File: config.mk
export PLATFORM = sky130hd
export DESIGN_NAME = dram_strobe_decoder
export DESIGN_NICKNAME = d
export VERILOG_FILES = /design/src/rtl/sdec_pkg.sv /design/src/rtl/strobe_sampler.sv /design/src/rtl/refresh_ctr.sv /design/src/rtl/agree_cmp.sv /design/src/rtl/cycle_fsm.sv /design/src/rtl/dram_strobe_decoder.sv
export SDC_FILE = /design/constraint.sdc
export NUM_CORES = 1
export LEC_CHECK = 0
export ABC_AREA = 1
export CAP_MARGIN = 5
export CORE_UTILIZATION = 45
export CTS_CLUSTER_SIZE = 14
export DETAILED_ROUTE_END_ITERATION = 10
export GPL_ROUTABILITY_DRIVEN = 0
export PLACE_DENSITY_LB_ADDON = 0.08
export SLEW_MARGIN = 25
export SYNTH_ARGS = -nofsm -noshare
export SYNTH_HDL_FRONTEND = slang
export SYNTH_SLANG_ARGS = --single-unit
File: constraint.sdc
create_clock -name clk -period 4 [get_ports clk]
set_input_delay 0.8 -clock clk [delete_from_list [all_inputs] [get_ports clk]]
set_output_delay 0.8 -clock clk [all_outputs]
set_load 0.005 [all_outputs]
File: src/rtl/sdec_pkg.sv
package sdec_pkg;

    typedef enum logic [2:0] {
        CYC_NONE     = 3'd0,
        CYC_ACCESS   = 3'd1,
        CYC_ROW_ONLY = 3'd2,
        CYC_CBR      = 3'd3,
        CYC_HIDDEN   = 3'd4
    } cyc_kind_e;

    typedef enum logic [2:0] {
        ST_IDLE     = 3'd0,
        ST_ROW_OPEN = 3'd1,
        ST_ACCESS   = 3'd2,
        ST_CBR      = 3'd3,
        ST_HIDDEN   = 3'd4
    } fsm_state_e;

endpackage

File: src/rtl/strobe_sampler.sv
module strobe_sampler #(
    parameter int AW = 12
) (
    input  logic          clk,
    input  logic          rst_n,
    input  logic          ras_n,
    input  logic          cas_n,
    input  logic          we_n,
    input  logic [AW-1:0] addr,
    output logic          ras_fall,
    output logic          ras_rise,
    output logic          cas_fall,
    output logic          cas_rise,
    output logic          cas_low,
    output logic          we_low,
    output logic [AW-1:0] addr_s
);

    logic s_ras, p_ras, s_cas, p_cas, s_we;

    always_ff @(posedge clk) begin
        if (!rst_n) begin
            s_ras  <= 1'b1;
            p_ras  <= 1'b1;
            s_cas  <= 1'b1;
            p_cas  <= 1'b1;
            s_we   <= 1'b1;
            addr_s <= '0;
        end else begin
            s_ras  <= ras_n;
            p_ras  <= s_ras;
            s_cas  <= cas_n;
            p_cas  <= s_cas;
            s_we   <= we_n;
            addr_s <= addr;
        end
    end

    assign ras_fall = p_ras & ~s_ras;
    assign ras_rise = ~p_ras & s_ras;
    assign cas_fall = p_cas & ~s_cas;
    assign cas_rise = ~p_cas & s_cas;
    assign cas_low  = ~s_cas;
    assign we_low   = ~s_we;

endmodule

File: src/rtl/refresh_ctr.sv
module refresh_ctr #(
    parameter int W = 12
) (
    input  logic         clk,
    input  logic         rst_n,
    input  logic         inc,
    output logic [W-1:0] row
);

    always_ff @(posedge clk) begin
        if (!rst_n) begin
            row <= '0;
        end else if (inc) begin
            row <= row + 1'b1;
        end
    end

endmodule

File: src/rtl/agree_cmp.sv
module agree_cmp #(
    parameter int DQ  = 4,
    parameter int GRP = 4
) (
    input  logic              clk,
    input  logic              rst_n,
    input  logic              en,
    input  logic [DQ*GRP-1:0] bits,
    output logic [DQ-1:0]     agree
);

    logic [DQ-1:0] agree_c;

    for (genvar i = 0; i < DQ; i++) begin : g_line
        logic [GRP-1:0] grp;
        assign grp        = bits[i*GRP +: GRP];
        assign agree_c[i] = (&grp) | ~(|grp);
    end

    always_ff @(posedge clk) begin
        if (!rst_n) begin
            agree <= '0;
        end else begin
            agree <= en ? agree_c : '0;
        end
    end

endmodule

File: src/rtl/cycle_fsm.sv
module cycle_fsm
    import sdec_pkg::*;
#(
    parameter int W = 12
) (
    input  logic         clk,
    input  logic         rst_n,
    input  logic         ras_fall,
    input  logic         ras_rise,
    input  logic         cas_fall,
    input  logic         cas_rise,
    input  logic         cas_low,
    input  logic         we_low,
    input  logic [W-1:0] addr_s,
    input  logic [W-1:0] ref_row,
    output logic         ref_inc,
    output logic         cyc_valid,
    output cyc_kind_e    cyc_type,
    output logic [W-1:0] row_out,
    output logic [W-1:0] col_out,
    output logic         test_mode,
    output logic         hold_read
);

    localparam int MASK_BITS = 2;

    fsm_state_e    state, state_nx;
    logic [W-1:0]  row_lat;
    logic [W-1:0]  col_masked;

    assign col_masked = {addr_s[W-1:MASK_BITS], {MASK_BITS{1'b0}}};
    assign ref_inc    = (state == ST_IDLE) && ras_fall && cas_low;

    always_ff @(posedge clk) begin
        if (!rst_n) state <= ST_IDLE;
        else        state <= state_nx;
    end

    always_comb begin
        state_nx = state;
        unique case (state)
            ST_IDLE: begin
                if (ras_fall) begin
                    if (!cas_low)       state_nx = ST_ROW_OPEN;
                    else if (hold_read) state_nx = ST_HIDDEN;
                    else                state_nx = ST_CBR;
                end
            end
            ST_ROW_OPEN: begin
                if (ras_rise)      state_nx = ST_IDLE;
                else if (cas_fall) state_nx = ST_ACCESS;
            end
            ST_ACCESS, ST_CBR, ST_HIDDEN: begin
                if (ras_rise) state_nx = ST_IDLE;
            end
            default: state_nx = ST_IDLE;
        endcase
    end

    always_ff @(posedge clk) begin
        if (!rst_n) begin
            cyc_valid <= 1'b0;
            cyc_type  <= CYC_NONE;
            row_out   <= '0;
            col_out   <= '0;
            row_lat   <= '0;
            test_mode <= 1'b0;
            hold_read <= 1'b0;
        end else begin
            cyc_valid <= 1'b0;
            if (cas_rise) hold_read <= 1'b0;
            unique case (state)
                ST_IDLE: begin
                    if (ras_fall) begin
                        if (cas_low) begin
                            cyc_valid <= 1'b1;
                            row_out   <= ref_row;
                            if (hold_read) begin
                                cyc_type <= CYC_HIDDEN;
                            end else begin
                                cyc_type  <= CYC_CBR;
                                test_mode <= we_low;
                            end
                        end else begin
                            row_lat <= addr_s;
                        end
                    end
                end
                ST_ROW_OPEN: begin
                    if (ras_rise) begin
                        cyc_valid <= 1'b1;
                        cyc_type  <= CYC_ROW_ONLY;
                        row_out   <= row_lat;
                        test_mode <= 1'b0;
                    end else if (cas_fall) begin
                        cyc_valid <= 1'b1;
                        cyc_type  <= CYC_ACCESS;
                        row_out   <= row_lat;
                        col_out   <= test_mode ? col_masked : addr_s;
                        hold_read <= ~we_low;
                    end
                end
                ST_ACCESS, ST_CBR, ST_HIDDEN: begin
                end
                default: begin
                end
            endcase
        end
    end

endmodule

File: src/rtl/dram_strobe_decoder.sv
module dram_strobe_decoder
    import sdec_pkg::*;
#(
    parameter int ROW_W = 12,
    parameter int DQ_W  = 4,
    parameter int GRP   = 4
) (
    input  logic                  clk,
    input  logic                  rst_n,
    input  logic                  ras_n,
    input  logic                  cas_n,
    input  logic                  we_n,
    input  logic [ROW_W-1:0]      addr,
    input  logic [DQ_W*GRP-1:0]   arr_bits,
    output logic                  cyc_valid,
    output logic [2:0]            cyc_type,
    output logic [ROW_W-1:0]      row_out,
    output logic [ROW_W-1:0]      col_out,
    output logic                  test_mode,
    output logic                  dq_drive,
    output logic [DQ_W-1:0]       dq_agree
);

    logic             ras_fall, ras_rise, cas_fall, cas_rise, cas_low, we_low;
    logic [ROW_W-1:0] addr_s;
    logic [ROW_W-1:0] ref_row;
    logic             ref_inc;
    cyc_kind_e        kind;

    strobe_sampler #(.AW(ROW_W)) u_samp (
        .clk      (clk),
        .rst_n    (rst_n),
        .ras_n    (ras_n),
        .cas_n    (cas_n),
        .we_n     (we_n),
        .addr     (addr),
        .ras_fall (ras_fall),
        .ras_rise (ras_rise),
        .cas_fall (cas_fall),
        .cas_rise (cas_rise),
        .cas_low  (cas_low),
        .we_low   (we_low),
        .addr_s   (addr_s)
    );

    refresh_ctr #(.W(ROW_W)) u_ctr (
        .clk   (clk),
        .rst_n (rst_n),
        .inc   (ref_inc),
        .row   (ref_row)
    );

    cycle_fsm #(.W(ROW_W)) u_fsm (
        .clk       (clk),
        .rst_n     (rst_n),
        .ras_fall  (ras_fall),
        .ras_rise  (ras_rise),
        .cas_fall  (cas_fall),
        .cas_rise  (cas_rise),
        .cas_low   (cas_low),
        .we_low    (we_low),
        .addr_s    (addr_s),
        .ref_row   (ref_row),
        .ref_inc   (ref_inc),
        .cyc_valid (cyc_valid),
        .cyc_type  (kind),
        .row_out   (row_out),
        .col_out   (col_out),
        .test_mode (test_mode),
        .hold_read (dq_drive)
    );

    agree_cmp #(.DQ(DQ_W), .GRP(GRP)) u_cmp (
        .clk   (clk),
        .rst_n (rst_n),
        .en    (test_mode),
        .bits  (arr_bits),
        .agree (dq_agree)
    );

    assign cyc_type = kind;

endmodule

* Word level (Yosys, flattened, before mapping)
Index checks and enable logic that the tools add are counted. W data, S select, Z words.
Operators by class: $add $sub $neg 1, multipliers 0, div/mod/pow operators 0, $lt $le $gt $ge 0, equal/unequal tests 10, shift-type cells 0, multiplexer cells 32, bitwise gates (word level) 18, reductions and logical operators 19
Operators by type and width (count):
- $mux W12 | 4
- $mux W3 | 10
- $pmux W12 S2 | 1
- $reduce_and A4 Y1 | 5
- $reduce_or A4 Y1 | 4
- $add A12 B1 Y12 const B | 1
- $mux W1 | 12
- $not A1 Y1 | 10
- $pmux W3 S3 | 1
- $reduce_and A3 Y1 | 3
- $ne A2 B2 Y1 const B | 4
- $eq A3 B2 Y1 const B | 2
- $pmux W3 S2 | 1
- $reduce_and A5 Y1 | 1
- $and A1 B1 Y1 | 4
- $or A1 B1 Y1 | 4
- $pmux W1 S2 | 2
- $eq A3 B1 Y1 const B | 1
- $eq A3 B3 Y1 const B | 1
- $logic_not A3 Y1 | 1
- $ne A3 B3 Y1 const B | 1
- $reduce_or A3 Y1 | 1
- $logic_and A1 B1 Y1 | 2
- $mux W2 | 1
- other kinds (3) | 3
Word-level totals: flip-flop bits (word level) 78, latch bits 0, RAM bits 0, memory bits (read-only) 0, bits of input ports 33, output and inout port bits 34, memories 0

* Depth between registers and ports, before layout
word-level depth 6, gate-level depth with buffers 9, mapped depth without buffers 8

* Hierarchy
A second synthesis with hierarchy kept.
Second synthesis, totals: cells, all modules 453, area, all modules 3268.1 µm²
Modules (own cells, without submodules):
- cycle_fsm | instances 1, cells each 283, area each 1920.6 µm²
- refresh_ctr | instances 1, cells each 80, area each 611.8 µm²
- strobe_sampler | instances 1, cells each 60, area each 538.0 µm²
- agree_cmp | instances 1, cells each 30, area each 197.7 µm²

* Worst setup path before layout
Ideal clock, no wire load.
path type input port to flip-flop, start input rst_n, end register u_samp.s_cas, data arrival time 1466 ps, data required time 3877 ps, setup slack 2411 ps, stages on the path 4, cell sequence buf_2 -> inv_1 -> clkbuf_1 -> or2_2
RTL lines:
- start, declared | RTL line dram_strobe_decoder.sv:9 | input logic rst_n,
- end signal, assigned | RTL line strobe_sampler.sv:32 | s_cas <= cas_n;
- end, declared | RTL line strobe_sampler.sv:19 | logic s_ras, p_ras, s_cas, p_cas, s_we;
No word-level cell between the ends.

* Final worst setup path
start register u_fsm.test_mode, end output test_mode
RTL lines:
- start, declared | RTL line cycle_fsm.sv:21 | output logic test_mode,
- start signal, assigned | RTL line cycle_fsm.sv:82 | test_mode <= we_low;
- end, declared | RTL line dram_strobe_decoder.sv:19 | output logic test_mode,
No word-level cell between the ends.

==> qor.txt <==
Clock slew at the register clock pins of the worst setup and hold paths -> 0.09 ns
Compound-Gate Fraction of Synth Area -> 0.133
Design Area, Final -> 0.00417 mm2
Buf+Inv Stages, Crit Path -> 1
Max FO, Critical Path -> 4
Adder-Cell Fraction of Synth Area -> 0.00377
Startpoint class of the critical path -> register
CP cell instances -> clkdlybuf4s50_1
#FFs+latches synth -> 78
Mapped cell area -> 0.00332 mm2
Run status -> completed
Yosys cell types -> 28
DRT Pass-1 Iters -> 4
CTS tree -> done
Routed WL -> 7520 um
Final period util -> 0.536
# rows -> 30
Area grow syn2layout -> 25.6%
Vias in the first global route -> 2629
Total chip power -> 1950 uW
CP max stage delay -> 0.54 ns
Total track usage -> 0.208
Fmax -> 466 MHz
H-Tree Level Count -> 3
Xor-xnor portion of the synthesized cell area -> 0
Clock sinks -> 78
Largest family of logic cells by synthesized area -> simple AND/OR/NAND/NOR gates
Top delay family on crit path -> buffers and inverters
Leak -> 0.00176 uW
HPWL Detailed -> 5380 um
Starting density of the core -> 0.478
Post-CTS Hold Fix Bufs -> 0
Mux contribution to synthesized area -> 0
Num ports -> 67
Syn Inst Count -> 446
Worst EP arrival -> 1.34 ns
Cts repair resizes -> 0
Vias -> 2942
Worst Path Required -> 3.20 ns
Die W -> 87.9 um
Post-CTS Setup Inserts -> 0
CP endpoint kind -> output port
Setup Skew -> 0.00923 ns
Vias per cell -> 4.85
GRT Residual Overflow -> 0
Synth warn -> 0
Post-route DRC -> 0
# setup viols final -> 0
Die area -> 0.00772 mm2
Worst Max-Slew Pin Slew -> 0.665 ns
Worst skew pair latency -> 0.36 ns
DRT antenna net count -> 0
Tmin final -> 2.14 ns
Die H -> 87.9 um
Avg Cell Area, Syn -> 7.44 um2
First-pass GRT wire length -> 12400 um
Pin count of the biggest net entering global routing -> 47
Worst vdd ir -> 0.316 mV
Filler cell count -> 682
Clock root buffer -> clkbuf_8
Initial DRC Count -> 147
ANT cells -> 0
Setup TNS -> 0 ns
DP Area -> 0.00399 mm2
CP max-delay cell -> clkdlybuf4s50_1
Nets -> 540
CTS Buffer Depth -> 2
Simple-gate share of the synthesized area -> 0.296
Initial antenna violation count -> 0
Final Core Density -> 0.600
Register area share after synthesis -> 0.471
WS Path Type -> reg -> out
WL/cell -> 12.4 um
Hold Crit Class -> reg -> reg
Pwr Density -> 467 mW/mm2
Final Max Tran Viols -> 0
Num CTS Buffers -> 9
Hold_ws -> 0.452 ns
Port Buffers -> 66
Synthesized net count -> 480
Unrepaired setup endpoints after global routing -> no
Hold Vio Cnt, Final -> 0
Core area -> 0.00694 mm2
Max_cap viols -> 0
Worst slew margin -> 0.555
Share of layout cells above drive strength 1 -> 0.115
layout make-up:
type	count	area, um2	area share
repair buffers	67	663	0.159
multi-input cells	298	1440	0.345
inverters	52	205	0.0492
clock inverters	7	57.6	0.0138
well taps	96	120	0.0288
clock buffers	9	124	0.0297
flip-flops and latches	78	1560	0.375
state kept, by name, summed over array words and instances, names as in the netlist, 3 cells and up:
signal	count
u_fsm.state	3
u_cmp.agree	4
u_fsm.row_out	12
u_samp.addr_s	12
u_fsm.cyc_type	3
u_ctr.row	12
u_fsm.row_lat	12
u_fsm.col_out	12
synthesized netlist by cell type:
master    number  area share
a21oi_2        3      0.0079
buf_1          1      0.0011
nor3_1         9       0.014
buf_4          4      0.0091
nor2_4         2      0.0068
buf_12         1      0.0060
nand4_1        2      0.0038
a21oi_1       26       0.039
nand2_4        5       0.017
inv_6          2      0.0053
nand2_8        2       0.012
buf_2          4      0.0060
nor2_1        81       0.092
o21ai_2        1      0.0026
o21ai_1        8       0.012
nand3_1       21       0.032
inv_2          5      0.0057
clkbuf_1       7      0.0079
ha_1           1      0.0038
nand3_2        2      0.0060
inv_1         45       0.051
nand2_2        3      0.0057
dfxtp_1       78        0.47
o21ai_0       47       0.071
nand2_1       69       0.078
or2_2          3      0.0057
buf_8          1      0.0045
nor2_2        13       0.025
power by group:
group          internal, uW  total [uW]  leakage [uW]  switching, uW
clock                   234         547     0.0000881            313
sequential              859         911      0.000636           52.3
combinational           206         489       0.00104            283
total                  1300        1950       0.00176            648
metrics by stage:
stage               setup WS (ns)  instances
floorplan                    2.41        446
global placement             1.75        591
detailed placement           1.74        591
CTS                          1.84        607
global route                 1.80        607
finish                       1.86        607
per-layer routing:
layer / part of all wire / vias up / track usage
met4: 0.017 / 0 / 0.0849
met3: 0.050 / 11 / 0.0330
met2: 0.44 / 79 / 0.322
li1: - / 1534 / -
met1: 0.50 / 1318 / 0.289
met5: 0 / - / 0
cell families after synthesis:
| family | Yosys count |
|---|---|
| buf+inv | 70 |
| compound gates | 85 |
| flops | 78 |
| simple gates | 212 |
| fa+ha+maj | 1 |
cells in the final DEF, fill, tap and decap left out, types with 3 or more instances in the layout:
master and n:
nor2_1 81, dfxtp_1 78, nand2_1 69, or2_2 3, o21ai_1 8, inv_6 4
inv_1 45, clkbuf_8 9, a21oi_1 26, clkdlybuf4s50_1 65, nand3_1 21, nand2_2 3
o21ai_0 47, nor2_2 13, a21oi_2 3, nor3_1 9, nand2_4 5, inv_2 5
worst paths after layout:
| check | start | end | slack, ns | cells after the start |
|---|---|---|---|---|
| setup reg to reg | u_fsm.state[1]$_SDFFE_PN0P_ | u_fsm.test_mode$_SDFFE_PN0P_ | 2.25 | 7 |
| setup / recovery | u_fsm.test_mode$_SDFFE_PN0P_ | test_mode | 1.86 | 1 |
| hold / removal | u_fsm.row_lat[2]$_SDFFE_PN0P_ | u_fsm.row_lat[2]$_SDFFE_PN0P_ | 0.45 | 2 |
| hold reg to reg | u_fsm.row_lat[2]$_SDFFE_PN0P_ | u_fsm.row_lat[2]$_SDFFE_PN0P_ | 0.45 | 2 |
Power figures use the tool's default switching activity.
